## config.mk

```make
export PLATFORM = sky130hd
export DESIGN_NAME = sparse_recovery_seq
export DESIGN_NICKNAME = d
export VERILOG_FILES = /design/src/rtl/sparse_seq_pkg.sv /design/src/rtl/sparse_seq_ctrl.sv /design/src/rtl/sparse_idx_file.sv /design/src/rtl/sparse_cycle_ctr.sv /design/src/rtl/sparse_recovery_seq.sv
export SDC_FILE = /design/constraint.sdc
export NUM_CORES = 1
export LEC_CHECK = 0
export BUFFER_PORTS_ARGS = -buffer_cell sky130_fd_sc_hd__buf_2
export CORE_UTILIZATION = 62
export CTS_BUF_LIST = sky130_fd_sc_hd__clkbuf_8
export DETAILED_ROUTE_END_ITERATION = 6
export PLACE_DENSITY_LB_ADDON = 0.1
export SYNTH_ARGS = -nofsm -noshare
export SYNTH_HDL_FRONTEND = slang
export SYNTH_SLANG_ARGS = --single-unit
```

## constraint.sdc

```tcl
create_clock -name clk -period 2.7 [get_ports clk]
set_input_delay 0.27 -clock clk [delete_from_list [all_inputs] [get_ports clk]]
set_output_delay 0.27 -clock clk [all_outputs]
set_load 0.03 [all_outputs]
```

## src/rtl/sparse_seq_pkg.sv

```systemverilog
package sparse_seq_pkg;

    typedef enum logic [2:0] {
        ST_IDLE   = 3'd0,
        ST_SEARCH = 3'd1,
        ST_ORTHO  = 3'd2,
        ST_RESID  = 3'd3,
        ST_SOLVE  = 3'd4,
        ST_DONE   = 3'd5
    } seq_state_e;

    function automatic logic state_running(seq_state_e s);
        return (s == ST_SEARCH) || (s == ST_ORTHO) ||
               (s == ST_RESID)  || (s == ST_SOLVE);
    endfunction

endpackage

```

## src/rtl/sparse_seq_ctrl.sv

```systemverilog
module sparse_seq_ctrl
    import sparse_seq_pkg::*;
#(
    parameter int K_MAX = 16,
    parameter int EN_W  = 32,
    localparam int KW   = $clog2(K_MAX + 1)
) (
    input  logic            clk,
    input  logic            rst_n,
    input  logic            start_i,
    input  logic [KW-1:0]   target_k_i,
    input  logic [EN_W-1:0] noise_thr_i,
    input  logic [EN_W-1:0] res_energy_i,
    input  logic            search_done_i,
    input  logic            ortho_done_i,
    input  logic            resid_done_i,
    input  logic            solve_done_i,
    output logic            search_start_o,
    output logic            ortho_start_o,
    output logic            resid_start_o,
    output logic            solve_start_o,
    output logic            accept_o,
    output logic            idx_we_o,
    output logic            running_o,
    output logic            done_o,
    output logic [KW-1:0]   iter_o
);

    localparam logic [KW-1:0] K_LIMIT = KW'(K_MAX);
    localparam logic [KW-1:0] ONE     = KW'(1);

    typedef struct packed {
        seq_state_e      state;
        logic [KW-1:0]   k;
        logic [EN_W-1:0] thr;
        logic [KW-1:0]   iter;
        logic            srch_go;
        logic            orth_go;
        logic            res_go;
        logic            sol_go;
        logic            fin;
    } ctrl_t;

    ctrl_t ctrl_d, ctrl_q;
    logic  accept_d, we_d;
    logic [KW-1:0] k_clamped;
    logic [KW-1:0] iter_next;

    always_comb begin
        if (target_k_i == '0) begin
            k_clamped = ONE;
        end else if (target_k_i > K_LIMIT) begin
            k_clamped = K_LIMIT;
        end else begin
            k_clamped = target_k_i;
        end
    end

    assign iter_next = ctrl_q.iter + ONE;

    always_comb begin
        ctrl_d         = ctrl_q;
        ctrl_d.srch_go = 1'b0;
        ctrl_d.orth_go = 1'b0;
        ctrl_d.res_go  = 1'b0;
        ctrl_d.sol_go  = 1'b0;
        accept_d       = 1'b0;
        we_d           = 1'b0;
        case (ctrl_q.state)
            ST_IDLE, ST_DONE: begin
                if (start_i) begin
                    accept_d       = 1'b1;
                    ctrl_d.k       = k_clamped;
                    ctrl_d.thr     = noise_thr_i;
                    ctrl_d.iter    = '0;
                    ctrl_d.fin     = 1'b0;
                    ctrl_d.state   = ST_SEARCH;
                    ctrl_d.srch_go = 1'b1;
                end
            end
            ST_SEARCH: begin
                if (search_done_i) begin
                    we_d           = 1'b1;
                    ctrl_d.state   = ST_ORTHO;
                    ctrl_d.orth_go = 1'b1;
                end
            end
            ST_ORTHO: begin
                if (ortho_done_i) begin
                    ctrl_d.state  = ST_RESID;
                    ctrl_d.res_go = 1'b1;
                end
            end
            ST_RESID: begin
                if (resid_done_i) begin
                    ctrl_d.iter = iter_next;
                    if ((iter_next < ctrl_q.k) && (res_energy_i > ctrl_q.thr)) begin
                        ctrl_d.state   = ST_SEARCH;
                        ctrl_d.srch_go = 1'b1;
                    end else begin
                        ctrl_d.state  = ST_SOLVE;
                        ctrl_d.sol_go = 1'b1;
                    end
                end
            end
            ST_SOLVE: begin
                if (solve_done_i) begin
                    ctrl_d.state = ST_DONE;
                    ctrl_d.fin   = 1'b1;
                end
            end
            default: begin
                ctrl_d.state = ST_IDLE;
            end
        endcase
    end

    always_ff @(posedge clk or negedge rst_n) begin
        if (!rst_n) begin
            ctrl_q <= '{state: ST_IDLE, default: '0};
        end else begin
            ctrl_q <= ctrl_d;
        end
    end

    assign search_start_o = ctrl_q.srch_go;
    assign ortho_start_o  = ctrl_q.orth_go;
    assign resid_start_o  = ctrl_q.res_go;
    assign solve_start_o  = ctrl_q.sol_go;
    assign accept_o       = accept_d;
    assign idx_we_o       = we_d;
    assign running_o      = state_running(ctrl_q.state);
    assign done_o         = ctrl_q.fin;
    assign iter_o         = ctrl_q.iter;

endmodule

```

## src/rtl/sparse_idx_file.sv

```systemverilog
module sparse_idx_file #(
    parameter int DEPTH = 16,
    parameter int IDX_W = 11,
    localparam int KW   = $clog2(DEPTH + 1)
) (
    input  logic             clk,
    input  logic             rst_n,
    input  logic             clr_i,
    input  logic             we_i,
    input  logic [KW-1:0]    waddr_i,
    input  logic [IDX_W-1:0] wdata_i,
    input  logic [KW-1:0]    raddr_i,
    output logic [IDX_W-1:0] rdata_o
);

    logic [IDX_W-1:0] entry_d [DEPTH];
    logic [IDX_W-1:0] entry_q [DEPTH];

    for (genvar g = 0; g < DEPTH; g++) begin : g_entry
        always_comb begin
            entry_d[g] = entry_q[g];
            if (clr_i) begin
                entry_d[g] = '0;
            end else if (we_i && (waddr_i == KW'(g))) begin
                entry_d[g] = wdata_i;
            end
        end

        always_ff @(posedge clk or negedge rst_n) begin
            if (!rst_n) begin
                entry_q[g] <= '0;
            end else begin
                entry_q[g] <= entry_d[g];
            end
        end
    end

    always_comb begin
        rdata_o = '0;
        for (int i = 0; i < DEPTH; i++) begin
            if (raddr_i == KW'(i)) begin
                rdata_o = entry_q[i];
            end
        end
    end

endmodule

```

## src/rtl/sparse_cycle_ctr.sv

```systemverilog
module sparse_cycle_ctr #(
    parameter int CYC_W = 20
) (
    input  logic             clk,
    input  logic             rst_n,
    input  logic             clr_i,
    input  logic             en_i,
    output logic [CYC_W-1:0] count_o
);

    localparam logic [CYC_W-1:0] CNT_MAX = '1;

    logic [CYC_W-1:0] cnt_d, cnt_q;

    always_comb begin
        cnt_d = cnt_q;
        if (clr_i) begin
            cnt_d = '0;
        end else if (en_i && (cnt_q != CNT_MAX)) begin
            cnt_d = cnt_q + CYC_W'(1);
        end
    end

    always_ff @(posedge clk or negedge rst_n) begin
        if (!rst_n) begin
            cnt_q <= '0;
        end else begin
            cnt_q <= cnt_d;
        end
    end

    assign count_o = cnt_q;

endmodule

```

## src/rtl/sparse_recovery_seq.sv

```systemverilog
module sparse_recovery_seq #(
    parameter int K_MAX = 16,
    parameter int IDX_W = 11,
    parameter int EN_W  = 32,
    parameter int CYC_W = 20,
    localparam int KW   = $clog2(K_MAX + 1)
) (
    input  logic             clk,
    input  logic             rst_n,
    input  logic             start_i,
    input  logic [KW-1:0]    target_k_i,
    input  logic [EN_W-1:0]  noise_thr_i,
    input  logic [EN_W-1:0]  res_energy_i,
    output logic             search_start_o,
    input  logic             search_done_i,
    input  logic [IDX_W-1:0] search_idx_i,
    output logic             ortho_start_o,
    input  logic             ortho_done_i,
    output logic             resid_start_o,
    input  logic             resid_done_i,
    output logic             solve_start_o,
    input  logic             solve_done_i,
    input  logic [KW-1:0]    idx_rd_addr_i,
    output logic [IDX_W-1:0] idx_rd_data_o,
    output logic             busy_o,
    output logic             done_o,
    output logic [KW-1:0]    iter_count_o,
    output logic [CYC_W-1:0] cycle_count_o
);

    logic          accept;
    logic          idx_we;
    logic          running;
    logic [KW-1:0] iter;

    sparse_seq_ctrl #(
        .K_MAX (K_MAX),
        .EN_W  (EN_W)
    ) u_ctrl (
        .clk            (clk),
        .rst_n          (rst_n),
        .start_i        (start_i),
        .target_k_i     (target_k_i),
        .noise_thr_i    (noise_thr_i),
        .res_energy_i   (res_energy_i),
        .search_done_i  (search_done_i),
        .ortho_done_i   (ortho_done_i),
        .resid_done_i   (resid_done_i),
        .solve_done_i   (solve_done_i),
        .search_start_o (search_start_o),
        .ortho_start_o  (ortho_start_o),
        .resid_start_o  (resid_start_o),
        .solve_start_o  (solve_start_o),
        .accept_o       (accept),
        .idx_we_o       (idx_we),
        .running_o      (running),
        .done_o         (done_o),
        .iter_o         (iter)
    );

    sparse_idx_file #(
        .DEPTH (K_MAX),
        .IDX_W (IDX_W)
    ) u_idx (
        .clk     (clk),
        .rst_n   (rst_n),
        .clr_i   (accept),
        .we_i    (idx_we),
        .waddr_i (iter),
        .wdata_i (search_idx_i),
        .raddr_i (idx_rd_addr_i),
        .rdata_o (idx_rd_data_o)
    );

    sparse_cycle_ctr #(
        .CYC_W (CYC_W)
    ) u_cyc (
        .clk     (clk),
        .rst_n   (rst_n),
        .clr_i   (accept),
        .en_i    (running),
        .count_o (cycle_count_o)
    );

    assign busy_o       = running;
    assign iter_count_o = iter;

endmodule

```

==> flow_metrics.env <==
export IMPL_final_layout_size_suffix_gt1_share_pct=17.4
export IMPL_syn2layout_area_growth_pct=18.3
export IMPL_p_per_area_mw_per_mm2=739
export IMPL_r2r_slack_ps=160
export IMPL_synth_cells=1393
export IMPL_period_share_pct=96.0
export IMPL_layout_common_cells="246 x dfrtp_1, 190 x nor2_1, 162 x nand2_1"
export IMPL_hpwl_um=25500
export IMPL_yosys_warnings=0
export IMPL_rsz0062_at_grt="no"
export IMPL_tritoncts="built"
export IMPL_clk_path_buf_depth=3
export IMPL_cp_start_kind="flip-flop"
export IMPL_grt_max_degree=75
export IMPL_die_height_um=147
export IMPL_synth_area_mm2=0.0130
export IMPL_critPathMaxStageDelay_ps=380
export IMPL_nets=1709
export IMPL_cp_slowest_cell="dfrtp_1"
export IMPL_core_area_mm2=0.0204
export IMPL_port_buffers=133
export IMPL_p_leak_nw=8.03
export IMPL_cts_root_buffer="clkbuf_8"
export IMPL_finalHoldViolations=0
export IMPL_cp_cell_sequence="mux2i_1 > nor3_1 > a2111oi_0 > buf_4 > nand3_1 > o21ai_0 > o211ai_1 > buf_2"
export IMPL_ant_nets=0
export IMPL_remaining_drc_errors=0
export IMPL_worstPathArrival_ps=2320
export IMPL_grt_first_pass_wirelength_um=60800
export IMPL_maxCapViolCount=0
export IMPL_ir_drop_mv=0.881
export IMPL_syn_nets=1527
export IMPL_synthArstFlopShare_pct=100
export IMPL_finClkSkew_ps=10.7
export IMPL_syn_mean_instance_area_um2=9.34
export IMPL_die_area_mm2=0.0216
export IMPL_cts_htree_levels=2
export IMPL_crit_path_end_kind="output port"
export IMPL_cts_reportedPaths_clkPinSlew_ps=60
export IMPL_num_fill_cells=1526
export IMPL_antenna_found_initial=2
export IMPL_dr_total_vias=11600
export IMPL_io_pin_count=134
export IMPL_clkLatencyLatePin_ps=550
export IMPL_fmax_ghz=0.386
export IMPL_worstPathRequired_ps=2430
export IMPL_cts_sinks=246
export IMPL_final_common_cell="dfrtp_1"
export IMPL_tightest_slew_ps=592
export IMPL_overflow=0
export IMPL_slew_headroom_pct=60.5
export IMPL_status="finished clean"
export IMPL_grt_pass1_vias=11500
export IMPL_first_pass_iters=7
export IMPL_place_ws_ps=175
export IMPL_initial_utilization_pct=63.7
export IMPL_fin_hold_ws_ps=39.3
export IMPL_fin_ws_ps=109
export IMPL_critPathTopFamily="compound AO/OA/AOI/OAI gates"
export IMPL_grt_use_total_pct=35.7
export IMPL_die_x_um=147
export IMPL_synth_ff_type="dfrtp_1"
export IMPL_critPathMaxFanout=2
export IMPL_ys_ff_latch=246
export IMPL_cts_made_buffers=41
export IMPL_wirelength_um=37500
export IMPL_period_needed_ps=2590
export IMPL_globalplace_congestion=0.946
export IMPL_wl_per_cell_um=20.0
export IMPL_multi_input_area_mm2=0.00622
export IMPL_fin_setup_tns_ps=0
export IMPL_crit_buf_inv=2
export IMPL_slew_violations=0
export IMPL_row_count=52
export IMPL_synth_distinct_cells=71
export IMPL_finalSetupViolCount=0
export IMPL_final_seq_area_mm2=0.00616
export IMPL_viasPerCell=6.17
export IMPL_hold_path_class="primary input to flip-flop"
export IMPL_synth_edf_count=0
export IMPL_drtIter0Drc=925
export IMPL_yosysSeqAreaShare_pct=47.3
export IMPL_path_class="flip-flop to output port"
export IMPL_postCtsSetupRepairBufs=0
## logic make-up (layout without fill, tap and decap cells)
kind of cell / Yosys count / count (layout) / share of synthesized area [%]
muxes: 150 / 150 / 11.6
AOI/OAI and AO/OA: 298 / 298 / 14.1
other: 0 / 1 / 0
and+or+nand+nor: 498 / 498 / 17.0
xor gates and xnor gates: 13 / 13 / 0.875
adders and majority gates: 42 / 42 / 4.04
buffers and inverters: 146 / 359 / 5.03
DFF: 246 / 246 / 47.3
## cells in the mapped netlist (15+ instances only)
library cell / instances / area share (%)
inv_1: 48 / 1.4
nor2_1: 190 / 5.5
dfrtp_1: 246 / 47
nand2_1: 162 / 4.7
mux2i_1: 143 / 11
nand3_1: 50 / 1.9
a21oi_1: 100 / 3.8
clkbuf_1: 39 / 1.1
o22ai_1: 17 / 0.82
nor3_1: 15 / 0.58
ha_1: 42 / 4.0
buf_2: 43 / 1.7
o21ai_0: 83 / 3.2
## final timing paths
path                                         start            endpoint  depth (start not counted)
min in group asynchronous                    rst_n  u_idx.entry_q[125]                          2
worst min-delay path                 search_done_i   u_ctrl.ctrl_q[48]                          3
worst min register to register   u_ctrl.ctrl_q[10]   u_ctrl.ctrl_q[10]                          2
worst max-delay path            u_idx.entry_q[128]    idx_rd_data_o[7]                          8
worst max register to register    u_ctrl.iter_o[0]   u_ctrl.ctrl_q[49]                         10
max in group asynchronous                    rst_n   u_idx.entry_q[12]                          3
## cell type report
type	count	share of cell area, %
Inverter	48	1.17
Sequential cell	246	40.0
Clock inverter	23	0.861
Multi-Input combinational cell	1001	40.4
Timing Repair Buffer	237	10.8
Antenna cell	1	0.0163
Clock buffer	51	4.56
Tap cell	270	2.19
## power breakdown
part	switching, mW	internal, mW
clock network	1.52	1.81
logic	2.23	1.23
registers	0.340	4.24
## state kept, by name, indices dropped and copies added (netlist names)
register / cells
u_idx.entry_q: 176
u_ctrl.ortho_start_o: 1
u_ctrl.ctrl_q: 40
u_ctrl.iter_o: 5
u_ctrl.done_o: 1
u_ctrl.resid_start_o: 1
u_ctrl.search_start_o: 1
u_ctrl.solve_start_o: 1
u_cyc.count_o: 20
## what timing repair did
action / CTS / global route
hold buffers: 38 / 0
resized for setup: 0 / 2
setup endpoints to repair: 0 / 2
endpoints found under the hold margin: 108 / 0
## through the flow
stage	util [%]	total power, mW	cells	area, µm²
2_1_floorplan	-	6.83	1393	13000
3_5_place_dp	69.4	7.94	1764	14200
6_report	75.4	11.4	1877	15400
4_1_cts	75.3	11.3	1876	15400
5_1_grt	75.4	12.0	1877	15400
3_3_place_gp	69.4	7.83	1764	14200
## worst reg2reg max path, stage by stage, from the launching register on
cell and delay [ps]:
dfrtp_1 470, ha_1 250, and3_1 190, ha_1 290, inv_1 60, ha_1 270, o21ai_0 80, a21oi_1 90
a311oi_1 330, o31ai_2 180, a32o_1 230
## per-layer routing
metal | track usage (%) | wire [µm] | vias to the layer above
met1 | 48.4 | 15800 | 5669
met5 | 0 | 0 | -
met3 | 6.34 | 3010 | 110
li1 | - | - | 5240
met2 | 57.4 | 17500 | 561
met4 | 13.8 | 1260 | 0
No activity file was read; power rests on OpenSTA's default activity.
